===== config.mk =====
export PLATFORM = sky130hd
export DESIGN_NAME = spi_fifo_status_irq
export DESIGN_NICKNAME = d
export VERILOG_FILES = /design/src/rtl/sfi_pkg.sv /design/src/rtl/sfi_fifo.sv /design/src/rtl/sfi_irq.sv /design/src/rtl/spi_fifo_status_irq.sv
export SDC_FILE = /design/constraint.sdc
export NUM_CORES = 1
export LEC_CHECK = 0
export BUFFER_PORTS_ARGS = -buffer_cell sky130_fd_sc_hd__buf_2
export CAP_MARGIN = 20
export CELL_PAD_IN_SITES_DETAIL_PLACEMENT = 0
export CELL_PAD_IN_SITES_GLOBAL_PLACEMENT = 1
export CORE_MARGIN = 1.5
export CORE_UTILIZATION = 56
export DETAILED_ROUTE_END_ITERATION = 7
export PLACE_DENSITY_LB_ADDON = 0.1
export SYNTH_ARGS = -nofsm -noshare
export SYNTH_HDL_FRONTEND = slang
export SYNTH_SLANG_ARGS = --single-unit

===== constraint.sdc =====
create_clock -name clk -period 3.6 [get_ports clk]
set_clock_uncertainty 0.15 [all_clocks]
set_input_delay 0.36 -clock clk [delete_from_list [all_inputs] [get_ports clk]]
set_output_delay 0.36 -clock clk [all_outputs]
set_load 0.03 [all_outputs]

===== src/rtl/sfi_pkg.sv =====
package sfi_pkg;

   typedef enum logic [3:0] {
      A_TXDATA  = 4'd0,
      A_RXDATA  = 4'd1,
      A_TXTHR   = 4'd2,
      A_RXTHR   = 4'd3,
      A_TXLVL   = 4'd4,
      A_RXLVL   = 4'd5,
      A_STAT    = 4'd6,
      A_MASK    = 4'd7,
      A_RAW     = 4'd8,
      A_MSKSTAT = 4'd9,
      A_CLR     = 4'd10
   } sfi_addr_e;

   localparam int NIRQ       = 5;
   localparam int IRQ_TXLOW  = 0;
   localparam int IRQ_TXOVF  = 1;
   localparam int IRQ_RXUND  = 2;
   localparam int IRQ_RXOVF  = 3;
   localparam int IRQ_RXHIGH = 4;

   localparam int CLR_ALL    = 0;
   localparam int CLR_RXUND  = 1;
   localparam int CLR_RXOVF  = 2;
   localparam int CLR_TXOVF  = 3;

   localparam int NERR       = 3;

endpackage


===== src/rtl/sfi_fifo.sv =====
module sfi_fifo #(
   parameter int DW    = 16,
   parameter int DEPTH = 32,
   localparam int AW   = $clog2(DEPTH),
   localparam int LW   = $clog2(DEPTH + 1)
) (
   input  logic          clk,
   input  logic          rst_n,
   input  logic          push,
   input  logic [DW-1:0] push_data,
   input  logic          pop,
   output logic [DW-1:0] head,
   output logic [LW-1:0] level,
   output logic          full,
   output logic          empty
);

   logic [DW-1:0] mem [DEPTH];
   logic [AW-1:0] wptr, rptr;
   logic [LW-1:0] cnt;

   always_ff @(posedge clk) begin
      if (!rst_n) begin
         wptr <= '0;
         rptr <= '0;
         cnt  <= '0;
      end else begin
         if (push) wptr <= wptr + AW'(1);
         if (pop)  rptr <= rptr + AW'(1);
         cnt <= cnt + LW'(push) - LW'(pop);
      end
   end

   always_ff @(posedge clk) begin
      if (push) mem[wptr] <= push_data;
   end

   assign head  = mem[rptr];
   assign level = cnt;
   assign full  = (cnt == LW'(DEPTH));
   assign empty = (cnt == '0);

endmodule


===== src/rtl/sfi_irq.sv =====
module sfi_irq
   import sfi_pkg::*;
(
   input  logic            clk,
   input  logic            rst_n,
   input  logic [NERR-1:0] err_set,
   input  logic            clr_wr,
   input  logic [3:0]      clr_bits,
   input  logic [1:0]      lvl_evt,
   input  logic            mask_wr,
   input  logic [NIRQ-1:0] mask_in,
   output logic [NIRQ-1:0] raw,
   output logic [NIRQ-1:0] masked,
   output logic [NIRQ-1:0] mask_q,
   output logic            irq
);

   logic [NERR-1:0] flag;

   for (genvar e = 0; e < NERR; e++) begin : g_err
      localparam int CI = (e == 0) ? CLR_TXOVF :
                          (e == 1) ? CLR_RXUND : CLR_RXOVF;
      logic drop;
      assign drop = clr_wr && (clr_bits[CLR_ALL] || clr_bits[CI]);
      always_ff @(posedge clk) begin
         if (!rst_n) flag[e] <= 1'b0;
         else        flag[e] <= err_set[e] || (flag[e] && !drop);
      end
   end

   always_ff @(posedge clk) begin
      if (!rst_n)       mask_q <= '0;
      else if (mask_wr) mask_q <= mask_in;
   end

   always_comb begin
      raw             = '0;
      raw[IRQ_TXLOW]  = lvl_evt[0];
      raw[IRQ_TXOVF]  = flag[0];
      raw[IRQ_RXUND]  = flag[1];
      raw[IRQ_RXOVF]  = flag[2];
      raw[IRQ_RXHIGH] = lvl_evt[1];
   end

   assign masked = raw & mask_q;
   assign irq    = |masked;

endmodule


===== src/rtl/spi_fifo_status_irq.sv =====
module spi_fifo_status_irq
   import sfi_pkg::*;
#(
   parameter int DW    = 16,
   parameter int DEPTH = 32,
   localparam int AW   = $clog2(DEPTH),
   localparam int LW   = $clog2(DEPTH + 1)
) (
   input  logic          clk,
   input  logic          rst_n,
   input  logic          reg_wr,
   input  logic          reg_rd,
   input  logic [3:0]    reg_addr,
   input  logic [DW-1:0] reg_wdata,
   output logic [DW-1:0] reg_rdata,
   output logic          tx_valid,
   output logic [DW-1:0] tx_data,
   input  logic          tx_ready,
   input  logic          rx_valid,
   input  logic [DW-1:0] rx_data,
   input  logic          eng_busy,
   output logic          irq
);

   if (DEPTH < 2 || DEPTH > 32 || (DEPTH & (DEPTH - 1)) != 0) begin : g_bad_depth
      $error("sfi: DEPTH must be a power of two from 2 to 32");
   end
   if (DW < 8) begin : g_bad_width
      $error("sfi: DW must be at least 8");
   end

   logic          tx_full, tx_empty, rx_full, rx_empty;
   logic [LW-1:0] tx_lvl, rx_lvl;
   logic [DW-1:0] rx_head;
   logic          wr_tx, rd_rx, tx_push, tx_pop, rx_push, rx_pop;
   logic [AW-1:0] tx_thr, rx_thr;
   logic          thr_ok;
   logic [NIRQ-1:0] irq_raw, irq_msk, irq_mask;
   logic [4:0]    status;

   assign wr_tx   = reg_wr && (reg_addr == A_TXDATA);
   assign rd_rx   = reg_rd && (reg_addr == A_RXDATA);
   assign tx_push = wr_tx && !tx_full;
   assign tx_pop  = tx_valid && tx_ready;
   assign rx_push = rx_valid && !rx_full;
   assign rx_pop  = rd_rx && !rx_empty;

   sfi_fifo #(.DW(DW), .DEPTH(DEPTH)) u_txq (
      .clk(clk), .rst_n(rst_n),
      .push(tx_push), .push_data(reg_wdata), .pop(tx_pop),
      .head(tx_data), .level(tx_lvl), .full(tx_full), .empty(tx_empty)
   );

   sfi_fifo #(.DW(DW), .DEPTH(DEPTH)) u_rxq (
      .clk(clk), .rst_n(rst_n),
      .push(rx_push), .push_data(rx_data), .pop(rx_pop),
      .head(rx_head), .level(rx_lvl), .full(rx_full), .empty(rx_empty)
   );

   assign tx_valid = !tx_empty;

   assign thr_ok = (reg_wdata <= DW'(DEPTH - 1));

   always_ff @(posedge clk) begin
      if (!rst_n) begin
         tx_thr <= '0;
         rx_thr <= '0;
      end else if (reg_wr && thr_ok) begin
         if (reg_addr == A_TXTHR) tx_thr <= reg_wdata[AW-1:0];
         if (reg_addr == A_RXTHR) rx_thr <= reg_wdata[AW-1:0];
      end
   end

   sfi_irq u_irq (
      .clk      (clk),
      .rst_n    (rst_n),
      .err_set  ({rx_valid && rx_full, rd_rx && rx_empty, wr_tx && tx_full}),
      .clr_wr   (reg_wr && (reg_addr == A_CLR)),
      .clr_bits (reg_wdata[3:0]),
      .lvl_evt  ({rx_lvl > LW'(rx_thr), tx_lvl <= LW'(tx_thr)}),
      .mask_wr  (reg_wr && (reg_addr == A_MASK)),
      .mask_in  (reg_wdata[NIRQ-1:0]),
      .raw      (irq_raw),
      .masked   (irq_msk),
      .mask_q   (irq_mask),
      .irq      (irq)
   );

   assign status = {rx_full, rx_empty, tx_empty, tx_full, eng_busy || !tx_empty};

   always_comb begin
      case (reg_addr)
         A_RXDATA:  reg_rdata = rx_empty ? '0 : rx_head;
         A_TXTHR:   reg_rdata = DW'(tx_thr);
         A_RXTHR:   reg_rdata = DW'(rx_thr);
         A_TXLVL:   reg_rdata = DW'(tx_lvl);
         A_RXLVL:   reg_rdata = DW'(rx_lvl);
         A_STAT:    reg_rdata = DW'(status);
         A_MASK:    reg_rdata = DW'(irq_mask);
         A_RAW:     reg_rdata = DW'(irq_raw);
         A_MSKSTAT: reg_rdata = DW'(irq_msk);
         default:   reg_rdata = '0;
      endcase
   end

endmodule


==> impl_metrics.toml <==
[finish]
diodes = 0
fillerInstances = 4986
nets = 2295
area_growth_pct = 14.60
register_area_sq_mm = 0.03197
design_area_sq_mm = 0.04880
drive_gt1_share_pct = 33.64
multi_input_area_sq_mm = 0.01019

[drt]
via_count = 20400
ant_nets = 0
first_pass_iters = 5
wirelength_mm = 95.71
routed_via_density = 6.238
wire_per_inst_um = 29.27
drc = 0
drt-initial-drc-count = 1685

[worst_setup_path]
cp.required_ps = 3090
worstPathArrival_ps = 3040
startpoint_type = "flip-flop"
critical_path.max_fanout = 12
crit_type = "reg2out"
end_kind = "primary output"
r2r_start = "u_txq.level[3]"

[sta]
relSlewSlack_pct = 32.22
drv_slew = 0
max_clock_freq_ghz = 0.2814
rsz0062_at_grt = "true"
hold_viol_final = 0
tightest_slew_ps = 1013
setup_violations = 0
fin_crit_ps = 3554
fin_worst_hold_slack_ps = 46.49
fin_crit_sh_pct = 98.73

[placed_design]
gp_congestion = 0.8581
place_area_sq_mm = 0.04501
io_buffer_count = 76
dpl.hpwl_mm = 55.64

[power]
power_density_mw_per_mm2 = 581.9
vdd_drop_max_uv = 472.1
power_mw = 28.39
cellLeakagePower_nw = 15.48

[clock_network]
clkLatencyLatePin_ps = 680
clk_transition_reported_paths_ps = 60
htreeDepth = 3
cts_tree = "done"
cts_buffers = 105
cts_buffer_depth = 3
clock-sinks = 1084
clockRootBuffer = "clkbuf_16"

[floorplanning]
rows = 100
die_x_um = 278.8
start_util_pct = 56.91
core-area_sq_mm = 0.07482
die_area_sq_mm = 0.07770
die-height_um = 278.8
ios = 77

[synthesis]
synth_most_common_cell = "edfxtp_1"
synthCells = 1980
synth_cell_types = 61
synth.area.top_cells = "edfxtp_1 72%, mux4_2 16%, dfxtp_1 2.8%"
yosysWarnings = 0
ys_seq_area_share_pct = 75.03
synth_commonest_cells = "1,024 x edfxtp_1, 306 x mux4_2, 82 x nor2_1"
synth.largest_area_cell = "edfxtp_1"
syn-mean-instance-area_sq_um = 21.51
synth_ff_type = "edfxtp_1"
synth_edf_count = 1024
synth_top_area_share_pct = 72.21
async_reset_ff_share_pct = 0
synth-seq-cells = 1084
syn-cell-area_sq_mm = 0.04258
syn_nets = 2063

[run]
max-cap-violations = 0

[grt]
use_met3_pct = 3.565
use_met1_pct = 32.81
met2_usage_pct = 43.96
grt_util_all_layers_pct = 25.09
grt_max_degree = 58
busiest_layer = "met2"
overflow = 0
grt_antenna_before_repair = 3
grt_pass1_wl_mm = 139.9
grt_pass1_vias = 21000

[min_path]
hp-class = "in2reg"
hold_start = "rx_data[0]"

[status]
status = "completed"
logic make-up after synthesis:
| logic type | Yosys count | synth area share (%) |
|---|---|---|
| muxes | 354 | 17.36 |
| DFF | 1084 | 75.03 |
| and+or+nand+nor | 238 | 2.956 |
| adders and majority gates | 40 | 1.211 |
| AOI/OAI and AO/OA | 98 | 1.584 |
| buffers and inverters | 148 | 1.484 |
| xor gates and xnor gates | 18 | 0.3702 |
sequential cells by signal (all words and copies together), names as in the netlist, named ones only:
signal        cells
u_rxq.wptr        5
u_irq.mask_q      5
u_irq.raw         3
tx_thr            5
u_txq.mem       512
u_txq.level       6
u_txq.rptr        5
rx_thr            5
u_rxq.rptr        5
u_rxq.level       6
u_txq.wptr        5
u_rxq.mem       512
path summary, 6_finish.rpt:
| kind | end | slack (ps) | cells past startpoint |
|---|---|---|---|
| setup / recovery | reg_rdata[13] | 50 | 8 |
| hold / removal | u_rxq.mem[26][0] | 50 | 1 |
| hold reg to reg | u_irq.raw[2] | 400 | 2 |
| setup reg to reg | u_txq.level[4] | 490 | 10 |
metrics by stage:
step                      setup slack (ps)  instances  TNS [ps]  util, %
after floorplan                      549.9       1980         0        -
after global placement               342.8       3044         0    60.16
after detailed placement             346.3       3044         0    60.16
after CTS                          -0.4732       3259   -0.4732    64.90
after global routing                -17.82       3270    -56.51    65.22
final                                45.76       3270         0    65.22
worst max-delay path: stages (launching register included):
cell,delay (ps)
dfxtp_4,440
buf_12,150
buf_16,160
buf_6,150
mux4_2,500
mux4_2,470
inv_1,120
o22ai_1,130
buf_2,210
cells in the final DEF (no fill, tap or decap), types with 6 or more instances in the layout:
cell	n
mux2i_1	30
and2_1	26
o22ai_1	9
clkbuf_16	109
clkinv_2	21
nor2_1	20
inv_1	48
dfxtp_1	52
nand2_1	31
nand3b_1	6
xnor2_1	11
dlygate4sd3_1	6
edfxtp_1	1024
nand4_1	12
mux4_2	306
xor2_1	7
buf_12	19
nor2_2	62
nand2b_1	7
clkinv_1	25
mux2_2	18
nand3_1	6
buf_2	74
a21oi_1	16
clkbuf_1	25
ha_1	38
buf_16	7
buf_4	111
nor2b_1	33
a22oi_1	20
o21ai_0	12
routing by layer:
layer  vias to the layer above  part of all wire (%)  wire [um]
met5                         -                 0.010         10
met4                         2                   3.0       2832
met3                       174                   5.2       4977
met2                       674                    53      50580
met1                     10860                    39      37300
li1                       8690                     -          -
cell type report:
| type | instances | area share (%) |
|---|---|---|
| clock buffers | 132 | 5.656 |
| clock inverters | 64 | 1.059 |
| inverters | 48 | 0.3692 |
| flip-flops and latches | 1084 | 65.51 |
| multi-input cells | 748 | 20.88 |
| repair buffers | 225 | 4.041 |
| well taps | 969 | 2.484 |
power by group:
part	internal, mW	switching [mW]	leakage, nW	total [mW]
registers	14.0	0.139	9.70	14.1
logic	1.89	1.96	4.18	3.85
clock network	5.82	4.63	1.60	10.4
total	21.7	6.73	15.5	28.4
what timing repair did:
item | 4_1_cts | 5_1_grt
setup buffers | 12 | 8
setup endpoints to repair | 32 | 12
cloned | 1 | 3
endpoints found under the hold margin | 6 | 0
pin swaps | 0 | 0
resized for setup | 9 | 19
hold buffers | 6 | 0
Power figures use the tool's default switching activity.
